===== src/rtl/serial_mem_pkg.sv =====
// Package: shared state encoding, constants and the array content
// function for the two-wire serial memory read engine.
package serial_mem_pkg;

    // Word address that selects the externally supplied register byte.
    localparam logic [15:0] REG_ADDR = 16'hFFFF;

    // Fixed upper part of the seven-bit device address.
    localparam logic [6:0] DEV_ID = 7'b1010000;

    typedef enum logic [3:0] {
        ST_IDLE,
        ST_DEV,
        ST_DEV_ACK,
        ST_WHI,
        ST_WHI_ACK,
        ST_WLO,
        ST_WLO_ACK,
        ST_WDAT,
        ST_WDAT_ACK,
        ST_RDAT,
        ST_RACK
    } eng_state_t;

    // Content of the read-only array model at a given index.
    function automatic logic [7:0] pattern_byte(input logic [12:0] idx);
        return idx[7:0] ^ {idx[12:8], 3'b101};
    endfunction

endpackage


===== src/rtl/bus_cond_detect.sv =====
// Module: bus_cond_detect
// Synchronises the two bus lines into the clk domain and flags clock
// edges plus start and stop conditions, one cycle each.
// Assumes clk is at least several times faster than the bus clock and
// that both lines idle high.
module bus_cond_detect #(
    parameter int SYNC_STAGES = 2
) (
    input  logic clk,
    input  logic rst_n,
    input  logic scl_in,
    input  logic sda_in,
    output logic scl_lvl,
    output logic sda_lvl,
    output logic scl_rise,
    output logic scl_fall,
    output logic start_det,
    output logic stop_det
);
    localparam int SH_W = SYNC_STAGES + 1;

    logic [SH_W-1:0] scl_sh;
    logic [SH_W-1:0] sda_sh;
    logic            scl_prev;
    logic            sda_prev;

    // Shift both lines through the synchroniser plus one history stage.
    always_ff @(posedge clk) begin
        if (!rst_n) begin
            scl_sh <= '1;
            sda_sh <= '1;
        end else begin
            scl_sh <= {scl_sh[SH_W-2:0], scl_in};
            sda_sh <= {sda_sh[SH_W-2:0], sda_in};
        end
    end

    // Decode edges and bus conditions from settled and previous levels.
    always_comb begin
        scl_lvl   = scl_sh[SYNC_STAGES-1];
        sda_lvl   = sda_sh[SYNC_STAGES-1];
        scl_prev  = scl_sh[SYNC_STAGES];
        sda_prev  = sda_sh[SYNC_STAGES];
        scl_rise  = scl_lvl && !scl_prev;
        scl_fall  = !scl_lvl && scl_prev;
        start_det = scl_lvl && scl_prev && sda_prev && !sda_lvl;
        stop_det  = scl_lvl && scl_prev && !sda_prev && sda_lvl;
    end

endmodule


===== src/rtl/mem_pattern_rom.sv =====
// Module: mem_pattern_rom
// Read-only array model: returns the byte at the counter's index, or
// the register byte when the counter holds the register address.
// Assumes ADDR_W is 13 or less; index bits above ADDR_W are dropped.
module mem_pattern_rom
    import serial_mem_pkg::*;
#(
    parameter int ADDR_W = 13
) (
    input  logic [15:0] rd_addr,
    input  logic [7:0]  reg_byte,
    output logic [7:0]  rd_data,
    output logic        rd_is_reg
);
    localparam logic [15:0] IDX_MASK = 16'((32'd1 << ADDR_W) - 32'd1);

    logic [15:0] idx;

    // Select between the register byte and the computed array byte.
    always_comb begin
        idx       = rd_addr & IDX_MASK;
        rd_is_reg = (rd_addr == REG_ADDR);
        rd_data   = rd_is_reg ? reg_byte : pattern_byte(idx[12:0]);
    end

endmodule


===== src/rtl/mem_read_fsm.sv =====
// Module: mem_read_fsm
// Byte-level protocol engine: device address match, two-byte word
// address, read data shifting, master acknowledge handling and the
// write report. It acts on clock edges from bus_cond_detect.
// Assumes fetch_data/fetch_is_reg reflect the current ptr combinationally.
module mem_read_fsm
    import serial_mem_pkg::*;
#(
    parameter int ADDR_W  = 13,
    parameter int STRAP_W = 2
) (
    input  logic               clk,
    input  logic               rst_n,
    input  logic               scl_lvl,
    input  logic               sda_lvl,
    input  logic               scl_rise,
    input  logic               scl_fall,
    input  logic               start_det,
    input  logic               stop_det,
    input  logic [STRAP_W-1:0] strap,
    input  logic [7:0]         fetch_data,
    input  logic               fetch_is_reg,
    output logic [15:0]        ptr,
    output logic               sda_pull,
    output logic               hook_valid,
    output logic [15:0]        hook_addr,
    output logic [7:0]         hook_data
);
    localparam logic [15:0] WRAP_MASK = 16'((32'd1 << ADDR_W) - 32'd1);

    eng_state_t  state;
    logic [3:0]  bit_cnt;
    logic [7:0]  rx;
    logic [7:0]  tx;
    logic        tx_reg;
    logic [7:0]  hi_tmp;
    logic        rw_rd;
    logic        m_ack;
    logic        addr_hit;

    // Counter step: hold at the register address, otherwise wrap.
    function automatic logic [15:0] step_ptr(input logic [15:0] p);
        return (p == REG_ADDR) ? p : ((p + 16'd1) & WRAP_MASK);
    endfunction

    // Compare the received address byte with the fixed id and straps.
    always_comb begin
        addr_hit = (rx[7:STRAP_W+1] == DEV_ID[6:STRAP_W]) && (rx[STRAP_W:1] == strap);
    end

    // Protocol state, shifting, counter and line pull.
    always_ff @(posedge clk) begin
        if (!rst_n) begin
            state      <= ST_IDLE;
            bit_cnt    <= '0;
            rx         <= '0;
            tx         <= '0;
            tx_reg     <= 1'b0;
            hi_tmp     <= '0;
            rw_rd      <= 1'b0;
            m_ack      <= 1'b0;
            ptr        <= '0;
            sda_pull   <= 1'b0;
            hook_valid <= 1'b0;
            hook_addr  <= '0;
            hook_data  <= '0;
        end else begin
            hook_valid <= 1'b0;
            if (stop_det) begin
                state    <= ST_IDLE;
                sda_pull <= 1'b0;
            end else if (start_det) begin
                state    <= ST_DEV;
                bit_cnt  <= '0;
                sda_pull <= 1'b0;
            end else begin
                unique case (state)
                    ST_DEV, ST_WHI, ST_WLO, ST_WDAT: begin
                        if (scl_rise) begin
                            rx      <= {rx[6:0], sda_lvl};
                            bit_cnt <= bit_cnt + 4'd1;
                        end else if (scl_fall && bit_cnt == 4'd8) begin
                            bit_cnt <= '0;
                            if (state == ST_DEV) begin
                                if (addr_hit) begin
                                    rw_rd    <= rx[0];
                                    sda_pull <= 1'b1;
                                    state    <= ST_DEV_ACK;
                                end else begin
                                    state <= ST_IDLE;
                                end
                            end else if (state == ST_WHI) begin
                                hi_tmp   <= rx;
                                sda_pull <= 1'b1;
                                state    <= ST_WHI_ACK;
                            end else if (state == ST_WLO) begin
                                ptr      <= {hi_tmp, rx};
                                sda_pull <= 1'b1;
                                state    <= ST_WLO_ACK;
                            end else begin
                                hook_valid <= 1'b1;
                                hook_addr  <= ptr;
                                hook_data  <= rx;
                                ptr        <= step_ptr(ptr);
                                sda_pull   <= 1'b1;
                                state      <= ST_WDAT_ACK;
                            end
                        end
                    end
                    ST_DEV_ACK, ST_WHI_ACK, ST_WLO_ACK, ST_WDAT_ACK: begin
                        if (scl_fall) begin
                            bit_cnt <= '0;
                            if (state == ST_DEV_ACK && rw_rd) begin
                                tx       <= fetch_data;
                                tx_reg   <= fetch_is_reg;
                                sda_pull <= ~fetch_data[7];
                                ptr      <= step_ptr(ptr);
                                state    <= ST_RDAT;
                            end else begin
                                sda_pull <= 1'b0;
                                if (state == ST_DEV_ACK)      state <= ST_WHI;
                                else if (state == ST_WHI_ACK) state <= ST_WLO;
                                else                          state <= ST_WDAT;
                            end
                        end
                    end
                    ST_RDAT: begin
                        if (scl_fall) begin
                            if (bit_cnt == 4'd7) begin
                                sda_pull <= 1'b0;
                                bit_cnt  <= '0;
                                state    <= tx_reg ? ST_IDLE : ST_RACK;
                            end else begin
                                tx       <= {tx[6:0], 1'b0};
                                sda_pull <= ~tx[6];
                                bit_cnt  <= bit_cnt + 4'd1;
                            end
                        end
                    end
                    ST_RACK: begin
                        if (scl_rise) begin
                            m_ack <= ~sda_lvl;
                        end else if (scl_fall) begin
                            bit_cnt <= '0;
                            if (m_ack) begin
                                tx       <= fetch_data;
                                tx_reg   <= fetch_is_reg;
                                sda_pull <= ~fetch_data[7];
                                ptr      <= step_ptr(ptr);
                                state    <= ST_RDAT;
                            end else begin
                                state <= ST_IDLE;
                            end
                        end
                    end
                    default: begin
                        // Idle: only a start (handled above) has any effect.
                    end
                endcase
            end
        end
    end

    // the pull moves only while the synchronised clock line is low.
    assert_pull_scl_low_R9: assert property (@(posedge clk) disable iff (!rst_n)
        (sda_pull != $past(sda_pull)) && !$past(start_det) && !$past(stop_det)
        |-> !$past(scl_lvl));

    // a mismatching address byte leaves the engine idle and silent.
    assert_mismatch_idle_R2: assert property (@(posedge clk) disable iff (!rst_n)
        (state == ST_DEV) && scl_fall && (bit_cnt == 4'd8) && !addr_hit
        |=> (state == ST_IDLE) && !sda_pull);

    // the register byte is the only byte of its transfer.
    assert_reg_single_R8: assert property (@(posedge clk) disable iff (!rst_n)
        (state == ST_RDAT) && tx_reg && scl_fall && (bit_cnt == 4'd7)
        && !start_det && !stop_det
        |=> (state == ST_IDLE) && !sda_pull);

    // a stop always leaves the engine idle with the line released.
    assert_stop_idle_R12: assert property (@(posedge clk) disable iff (!rst_n)
        stop_det |=> (state == ST_IDLE) && !sda_pull);

endmodule


===== src/rtl/serial_mem_reader.sv =====
// Module: serial_mem_reader (top)
// Two-wire serial memory slave read engine: line conditioning,
// protocol engine and computed array model.
// Assumes an external open-drain data line driven low when sda_pull=1.
module serial_mem_reader #(
    parameter int ADDR_W      = 13,
    parameter int SYNC_STAGES = 2
) (
    input  logic        clk,
    input  logic        rst_n,
    input  logic        scl_in,
    input  logic        sda_in,
    input  logic [1:0]  strap_sel,
    input  logic [7:0]  reg_byte,
    output logic        sda_pull,
    output logic        wr_hook_valid,
    output logic [15:0] wr_hook_addr,
    output logic [7:0]  wr_hook_data
);
    logic        scl_lvl;
    logic        sda_lvl;
    logic        scl_rise;
    logic        scl_fall;
    logic        start_det;
    logic        stop_det;
    logic [15:0] ptr;
    logic [7:0]  fetch_data;
    logic        fetch_is_reg;

    bus_cond_detect #(.SYNC_STAGES(SYNC_STAGES)) u_cond (
        .clk       (clk),
        .rst_n     (rst_n),
        .scl_in    (scl_in),
        .sda_in    (sda_in),
        .scl_lvl   (scl_lvl),
        .sda_lvl   (sda_lvl),
        .scl_rise  (scl_rise),
        .scl_fall  (scl_fall),
        .start_det (start_det),
        .stop_det  (stop_det)
    );

    mem_pattern_rom #(.ADDR_W(ADDR_W)) u_rom (
        .rd_addr   (ptr),
        .reg_byte  (reg_byte),
        .rd_data   (fetch_data),
        .rd_is_reg (fetch_is_reg)
    );

    mem_read_fsm #(.ADDR_W(ADDR_W), .STRAP_W(2)) u_fsm (
        .clk          (clk),
        .rst_n        (rst_n),
        .scl_lvl      (scl_lvl),
        .sda_lvl      (sda_lvl),
        .scl_rise     (scl_rise),
        .scl_fall     (scl_fall),
        .start_det    (start_det),
        .stop_det     (stop_det),
        .strap        (strap_sel),
        .fetch_data   (fetch_data),
        .fetch_is_reg (fetch_is_reg),
        .ptr          (ptr),
        .sda_pull     (sda_pull),
        .hook_valid   (wr_hook_valid),
        .hook_addr    (wr_hook_addr),
        .hook_data    (wr_hook_data)
    );

    // each write report is a single-cycle pulse.
    assert_hook_pulse_R11: assert property (@(posedge clk) disable iff (!rst_n)
        wr_hook_valid |=> !wr_hook_valid);

endmodule


===== config.mk =====
export PLATFORM = sky130hd
export DESIGN_NAME = serial_mem_reader
export DESIGN_NICKNAME = d
export VERILOG_FILES = /design/src/rtl/serial_mem_pkg.sv /design/src/rtl/bus_cond_detect.sv /design/src/rtl/mem_pattern_rom.sv /design/src/rtl/mem_read_fsm.sv /design/src/rtl/serial_mem_reader.sv
export SDC_FILE = /design/constraint.sdc
export NUM_CORES = 1
export LEC_CHECK = 0
export BUFFER_PORTS_ARGS = -buffer_cell sky130_fd_sc_hd__buf_4
export CAP_MARGIN = 20
export CELL_PAD_IN_SITES_DETAIL_PLACEMENT = 1
export CELL_PAD_IN_SITES_GLOBAL_PLACEMENT = 2
export CORE_MARGIN = 4
export CORE_UTILIZATION = 36
export DETAILED_ROUTE_END_ITERATION = 8
export PLACE_DENSITY_LB_ADDON = 0.1
export SYNTH_ARGS = -nofsm -noshare
export SYNTH_HDL_FRONTEND = slang
export SYNTH_SLANG_ARGS = --single-unit

===== constraint.sdc =====
create_clock -name clk -period 2.2 [get_ports clk]
set_input_delay 0.22 -clock clk [delete_from_list [all_inputs] [get_ports clk]]
set_output_delay 0.22 -clock clk [all_outputs]
set_load 0.02 [all_outputs]

==> results of run 1 <==
==> routing by layer <==
layer	up-vias	wire length, um	share of wire (%)
met5	-	0	0
met4	0	179	1.4
met3	14	542	4.1
met2	73	6390	49
met1	1923	6040	46
li1	1901	-	-
==> worst register-to-register path, cell delays in order (launching register included) <==
cell and delay, ns:
dfxtp_1 0.44, ha_2 0.28, nand3_2 0.10, buf_4 0.17, nor3_1 0.26, buf_4 0.25, nand2_1 0.09, a31oi_1 0.17
o221a_1 0.22
==> worst min path at each step <==
stage	from	to	slack [ns]	depth (start not counted)
detailed placement	u_cond.sda_sh[0]	u_cond.sda_sh[1]	0.40	1
CTS	scl_in	u_cond.scl_sh[0]	0.05	2
global route	sda_in	u_cond.sda_sh[0]	0.06	2
floorplan	rst_n	u_cond.sda_sh[2]	0.32	1
global placement	u_cond.sda_sh[0]	u_cond.sda_sh[1]	0.41	1
finish	sda_in	u_cond.sda_sh[0]	0.06	2
==> stage by stage <==
step | total power [mW] | util [%] | hold WS (ns) | TNS, ns | worst slack [ns]
floorplan | 1.59 | - | 0.315 | 0 | 0.332
global placement | 1.65 | 43.0 | 0.406 | 0 | 0.171
detailed placement | 1.65 | 43.0 | 0.403 | 0 | 0.0615
CTS | 3.23 | 45.7 | 0.0484 | 0 | 0.0696
global route | 3.31 | 45.9 | 0.0591 | -0.0688 | -0.0363
finish | 3.18 | 45.9 | 0.0588 | 0 | 0.145
==> cell type report <==
| class | count | area [um2] | area share (%) |
|---|---|---|---|
| well taps | 140 | 175 | 3.46 |
| clock inverters | 5 | 61.3 | 1.21 |
| flip-flops and latches | 82 | 1640 | 32.5 |
| multi-input cells | 369 | 2330 | 46.0 |
| clock buffers | 11 | 243 | 4.80 |
| inverters | 10 | 37.5 | 0.742 |
| repair buffers | 73 | 573 | 11.3 |
==> cell usage in the layout (no fill, tap or decap), types with 4 or more instances in the layout <==
| cell type | instances |
|---|---|
| a22o_1 | 5 |
| nor2b_1 | 4 |
| nand2b_1 | 9 |
| dfxtp_1 | 81 |
| o21ai_0 | 22 |
| nand3_1 | 11 |
| nand2_1 | 58 |
| and3_1 | 4 |
| buf_4 | 71 |
| nor2_1 | 51 |
| o22ai_1 | 6 |
| nand4_1 | 6 |
| mux2i_1 | 26 |
| a21oi_1 | 49 |
| inv_1 | 8 |
| xor2_1 | 4 |
| o211ai_1 | 4 |
| nor3_1 | 9 |
| xnor2_1 | 4 |
| a31oi_1 | 10 |
| clkbuf_16 | 9 |
| a211oi_1 | 6 |
==> cell families after synthesis <==
kind of cell    count (synthesis)  synth area share, %
compound gates                147                 24.0
xor+xnor                        8                 1.69
fa+ha+maj                       3                0.906
buf+inv                        45                 5.01
flops                          82                 39.6
mux                            26                 6.28
simple gates                  185                 22.5
==> power groups by stage <==
stage / logic (mW) / clock network (mW) / registers (mW)
2_1_floorplan: 0.0649 / 0 / 1.53
5_1_grt: 0.134 / 1.68 / 1.50
3_5_place_dp: 0.120 / 0 / 1.53
3_3_place_gp: 0.119 / 0 / 1.53
6_report: 0.122 / 1.56 / 1.50
4_1_cts: 0.121 / 1.62 / 1.50
==> impl_results.md, run 1 <==
- Status: completed
- Antenna diodes: 0
- Seq pwr share: between 40% and 50%
- Synth Warn #: 0
- Sequential share of the synthesized area: between 30% and 40%
- Most area-consuming cells after synthesis: dfxtp_1, mux2i_1, a21oi_1
- Die Wd: 115 um
- Tcrit/Tclk final: 93.4%
- Setup CP Type: reg -> reg
- Core Rows: 38
- Setup violations, final: 0
- First DRT Iteration DRCs: slightly below 200
- Fillers: roughly 1300
- Most frequent cell after synthesis: dfxtp_1
- Finished Cell Area: ~5100 um2
- Bufs on Longest Clock Path: 2
- Layout Area Growth over Synthesis: 22.1%
- Largest regs: u_fsm.hook_addr (16), u_fsm.ptr (16)
- Die Y: 115 um
- Worst EP arrival: between 2 and 2.5 ns
- Placer congestion estimate: roughly 0.84
- Hold Crit Class: in -> reg
- CTS tree: yes
- Final Hold Viols: 0
- Sw Share: between 20% and 30%
- Reg2reg path depth: 8
- Most numerous cell on the critical path: buf_4
- Largest net degree at the start of global routing: 28
- Critical-path top delay cell: dfxtp_1
- Max Clk Rate: 0.487 GHz
- R2R Path Start: u_fsm.ptr[1]
- Minimum clock period: just over 2 ns
- Cell Chain, Critical Path: ha_2 > nand3_2 > buf_4 > nor3_1 > buf_4 > nand2_1 > a31oi_1 > o221a_1
- Top Ports: 40
- Postcts setup bufs: 0
- Crit. End Element: flip-flop
- Max Clock Skew: between 0.009 and 0.01 ns
- DPL Wire Length: about 9600 um
- Slew Limit Headroom: between 40% and 50%
- Root buffer cell: clkbuf_16
- CP Launch Point: u_fsm.ptr[1]
- Post_cts resized: 0
- Clock Sinks: 82
- DR WL/cell: 19.1 um
- GRT Total Usage: about a fifth
- Worst path depth: 8
- CP Data Required Time: roughly 2.5 ns
- Power Density: 628 nW/um2
- LEAKAGE: between 2 and 2.5 nW
- First-pass GRT wire length: 21200 um
- Vias/cell: 5.67
- Post-DP Area: 4740 um2
- Total wire length: around 13000 um
- Post-synthesis cell type count: 80
- Crit path buffers/inverters: 2
- RR Endpoint: u_fsm.ptr[3]
- Initial antenna violation count: 0
- CP max FO: 12
- Mapped Cells: around 500
- Cts hold-fix bufs: 0
- Asr flop ratio synth: 0%
- Syn avg cell area: approximately 8.4 um2
- H-Tree Depth: 3
- Num CTS Buffers: 9
- Detail Route Antenna Nets: 0
- Most used DFF post-synth: dfxtp_1
- Final Net Count: around 560
- Die ar.: between 10000 and 15000 um2
- Synth cell count leaders: dfxtp_1, nand2_1, nor2_1
- Max Transition Viols Final: 0
- Slowest cell delay on critical path: between 0.4 and 0.5 ns
- Via count: 3911
- FF-to-FF setup slack: about 0.15 ns
- Met1 GRT Util: around 27%
- Clk pwr share: approximately 49%
- Critical path's top delay family: simple AND/OR/NAND/NOR gates
- Yosys reg bits: 82
- P_sw: around 720 uW
- Vias in the first global route: just over 4000
- Logic pwr share: 3.8%
- Met2 Usage GRT: roughly 34%
- Placed insts: 674
- Syn_nets: between 500 and 600
- Gr ovfl total: 0
- Mapped Area: 4150 um2
- Internal Power: between 2 and 2.5 mW
- Max Cap Violations: 0
- Post-synth top area share: about two fifths
- Drt first pass iters: 4
- DR DRC count: 0
- Worst skew pair latency: roughly 0.35 ns
- Layout Cells excl Fill: just under 700
- Slew at the pin with the worst max-slew slack: 0.760 ns
- Port Buf Inserts: 39
- Grt met3 use: ~4.8%
- Max VDD drop: 601 uV
- Share of cells above drive strength 1: 20.7%
- CTS clk-pin slew, worst paths: ~0.060 ns
- Worst setup path endpoint: u_fsm.ptr[3]
- Initial Utilization: a little under two fifths
- Core area: roughly 11000 um2
- Number of synthesized flops with an enable pin: 0
- Cell taking the most area after synthesis: dfxtp_1
- Critical Path Start Type: flip-flop
- Global route hottest layer: met2
(Power assumes the default switching activity.)
==> run 2: changes to the inputs <==
--- a/config.mk
+++ b/config.mk
@@ -12,7 +12,7 @@
 export CORE_MARGIN = 4
 export CORE_UTILIZATION = 36
 export DETAILED_ROUTE_END_ITERATION = 8
-export PLACE_DENSITY_LB_ADDON = 0.1
+export PLACE_DENSITY = 0.83
 export SYNTH_ARGS = -nofsm -noshare
 export SYNTH_HDL_FRONTEND = slang
 export SYNTH_SLANG_ARGS = --single-unit
==> run 2 against run 1 <==
Compared with the run above:
- hold slack improved by 0.0013 ns
- final cell count is 0.29% lower
- combinational power shrank 11%
- routed wire length decreased by 6.2%
- via count shrank 2.4%
- clock power fell by 3%
- global-route usage down 1.4 points
- sequential share of layout area grew 0.28 points
- largest power group unchanged
- maximum frequency is 0.31% lower
- register-to-register slack barely moved
==> impl_results.md, run 2 (synthesis gave the netlist of run 1 again) <==
- Die ar.: around 13000 um2
- Root buffer cell: clkbuf_16
- Most frequent cells in the layout: dfxtp_1, buf_4, nand2_1
- Initial antenna violation count: 0
- Cts hold-fix bufs: 0
- Setup CP Type: reg -> reg
- H-Tree Depth: 3
- DPL Wire Length: 8960 um
- Setup violations, final: 0
- Share of cells above drive strength 1: 20.3%
- GRT Total Usage: a little under a fifth
- Largest net degree at the start of global routing: 50
- Die Wd: approximately 120 um
- DR WL/cell: 17.9 um
- CTS clk-pin slew, worst paths: about 0.070 ns
- Hold path startpoint: scl_in
- FF+latch area: 1640 um2
- Max VDD drop: 486 uV
- First-pass GRT wire length: between 15000 and 20000 um
- FF-to-FF setup slack: between 0.1 and 0.15 ns
- Minimum clock period: roughly 2.1 ns
- Largest regs: u_fsm.hook_addr (16), u_fsm.ptr (16)
- Fillers: 1304
- Vias/cell: approximately 5.5
- Total wire length: between 10000 and 15000 um
- Post-DP Area: 4710 um2
- RR Endpoint: u_fsm.sda_pull
- Finished Cell Area: around 5000 um2
- Status: completed
- Antenna diodes: 0
- Max Clock Skew: 0.0108 ns
- Tcrit/Tclk final: 93.7%
- Port Buf Inserts: 39
- Placer congestion estimate: roughly 0.84
- Detail Route Antenna Nets: 0
- Worst skew pair latency: about 0.35 ns
- Layout Area Growth over Synthesis: 21.0%
- Critical Path Start Type: flip-flop
- Top Ports: 40
- WHS Path Cells: 2
- Worst EP arrival: between 2 and 2.5 ns
- Met2 Usage GRT: between 20% and 30%
- Crit. End Element: flip-flop
- Via count: ~3800
- DR DRC count: 0
- Vias in the first global route: roughly 3800
- Max Cap Violations: 0
- Met1 GRT Util: 26.8%
- Max Transition Viols Final: 0
- Core Rows: 38
- End of the worst hold path: u_cond.scl_sh[0]
- Initial Utilization: ~38%
- Most common cell after layout, fill and taps aside: dfxtp_1
- RSZ-0062 raised after global routing: no
- Grt met3 use: about 3.3%
- CP Data Required Time: approximately 2.4 ns
- Core area: ~11000 um2
- Die Y: 115 um
- Final Net Count: between 500 and 600
- Slew Limit Headroom: roughly 64%
- CTS tree: yes
- Final Hold Viols: 0
- Hold Crit Class: in -> reg
- Global route hottest layer: met2
- Bufs on Longest Clock Path: 2
- R2R Path Start: u_fsm.ptr[1]
- Pwr Total: 3.13 mW
- LEAKAGE: 2.05 nW
- Reg2reg path depth: 8
- First DRT Iteration DRCs: 200
- Power Density: roughly 620 nW/um2
- Gr ovfl total: 0
- CP max FO: 6
- Footprint of the multi-input gates: about 2300 um2
- Clock Sinks: slightly above 80
- Drt first pass iters: 4
- Setup TNS Final: 0 ns
- Max Clk Rate: 0.485 GHz
- Slew at the pin with the worst max-slew slack: about 0.54 ns
- Num CTS Buffers: 9
[run 2: cell types whose count changed in the layout (fill, tap and decap cells not counted), sizes merged]
cell and delta:
clkinv -2, clkinvlp +2, buf -2
[run 2: how the worst max path moves through the flow]
stage | start | endpoint | cells past startpoint
after floorplan | u_fsm.ptr[0] | u_fsm.ptr[1] | 7
after global placement | u_fsm.ptr[1] | u_fsm.tx[0] | 6
after detailed placement | u_fsm.ptr[1] | u_fsm.ptr[3] | 6
after CTS | u_fsm.ptr[1] | u_fsm.ptr[3] | 6
after global routing | u_fsm.ptr[1] | u_fsm.ptr[3] | 6
final | u_fsm.ptr[1] | u_fsm.sda_pull | 8
[run 2: area by class of cell]
cell class / instances / share of cell area (%)
clock inverters: 5 / 1.25
well taps: 140 / 3.49
inverters: 10 / 0.748
flip-flops and latches: 82 / 32.7
clock buffers: 11 / 4.64
multi-input cells: 369 / 46.3
repair buffers: 71 / 10.9
[run 2: critical path: stages, from the launching register on]
cell	delay, ns
dfxtp_1	0.44
ha_1	0.30
nand3_2	0.10
buf_4	0.17
nor3_1	0.26
buf_4	0.21
a31oi_1	0.12
nor3_1	0.23
a21oi_1	0.10
[run 2: per-layer routing]
layer | part of all wire [%] | vias up
met2 | 45 | 53
met5 | 0 | -
li1 | - | 1900
met1 | 51 | 1855
met4 | 1.3 | 0
met3 | 2.8 | 10
[run 2: power by group]
group	internal [mW]	leakage, nW	switching (mW)
sequential	1.49	0.662	0.00604
clock	0.886	0.136	0.634
combinational	0.0429	1.25	0.0661
[run 2: what timing repair did]
action                                  in CTS  in global routing
endpoints found under the setup margin       0                  8
gates resized for setup                      0                  3
buffers inserted                             0                  0
[run 2: per-stage QoR]
step           hold WS, ns  worst slack (ns)  std cells  utilization (%)
2_1_floorplan        0.315             0.332        496                -
3_3_place_gp         0.388             0.148        672             42.7
3_5_place_dp         0.395             0.103        672             42.7
4_1_cts             0.0526            0.0369        688             45.4
5_1_grt             0.0719           0.00591        688             45.5
6_report            0.0601             0.139        688             45.5
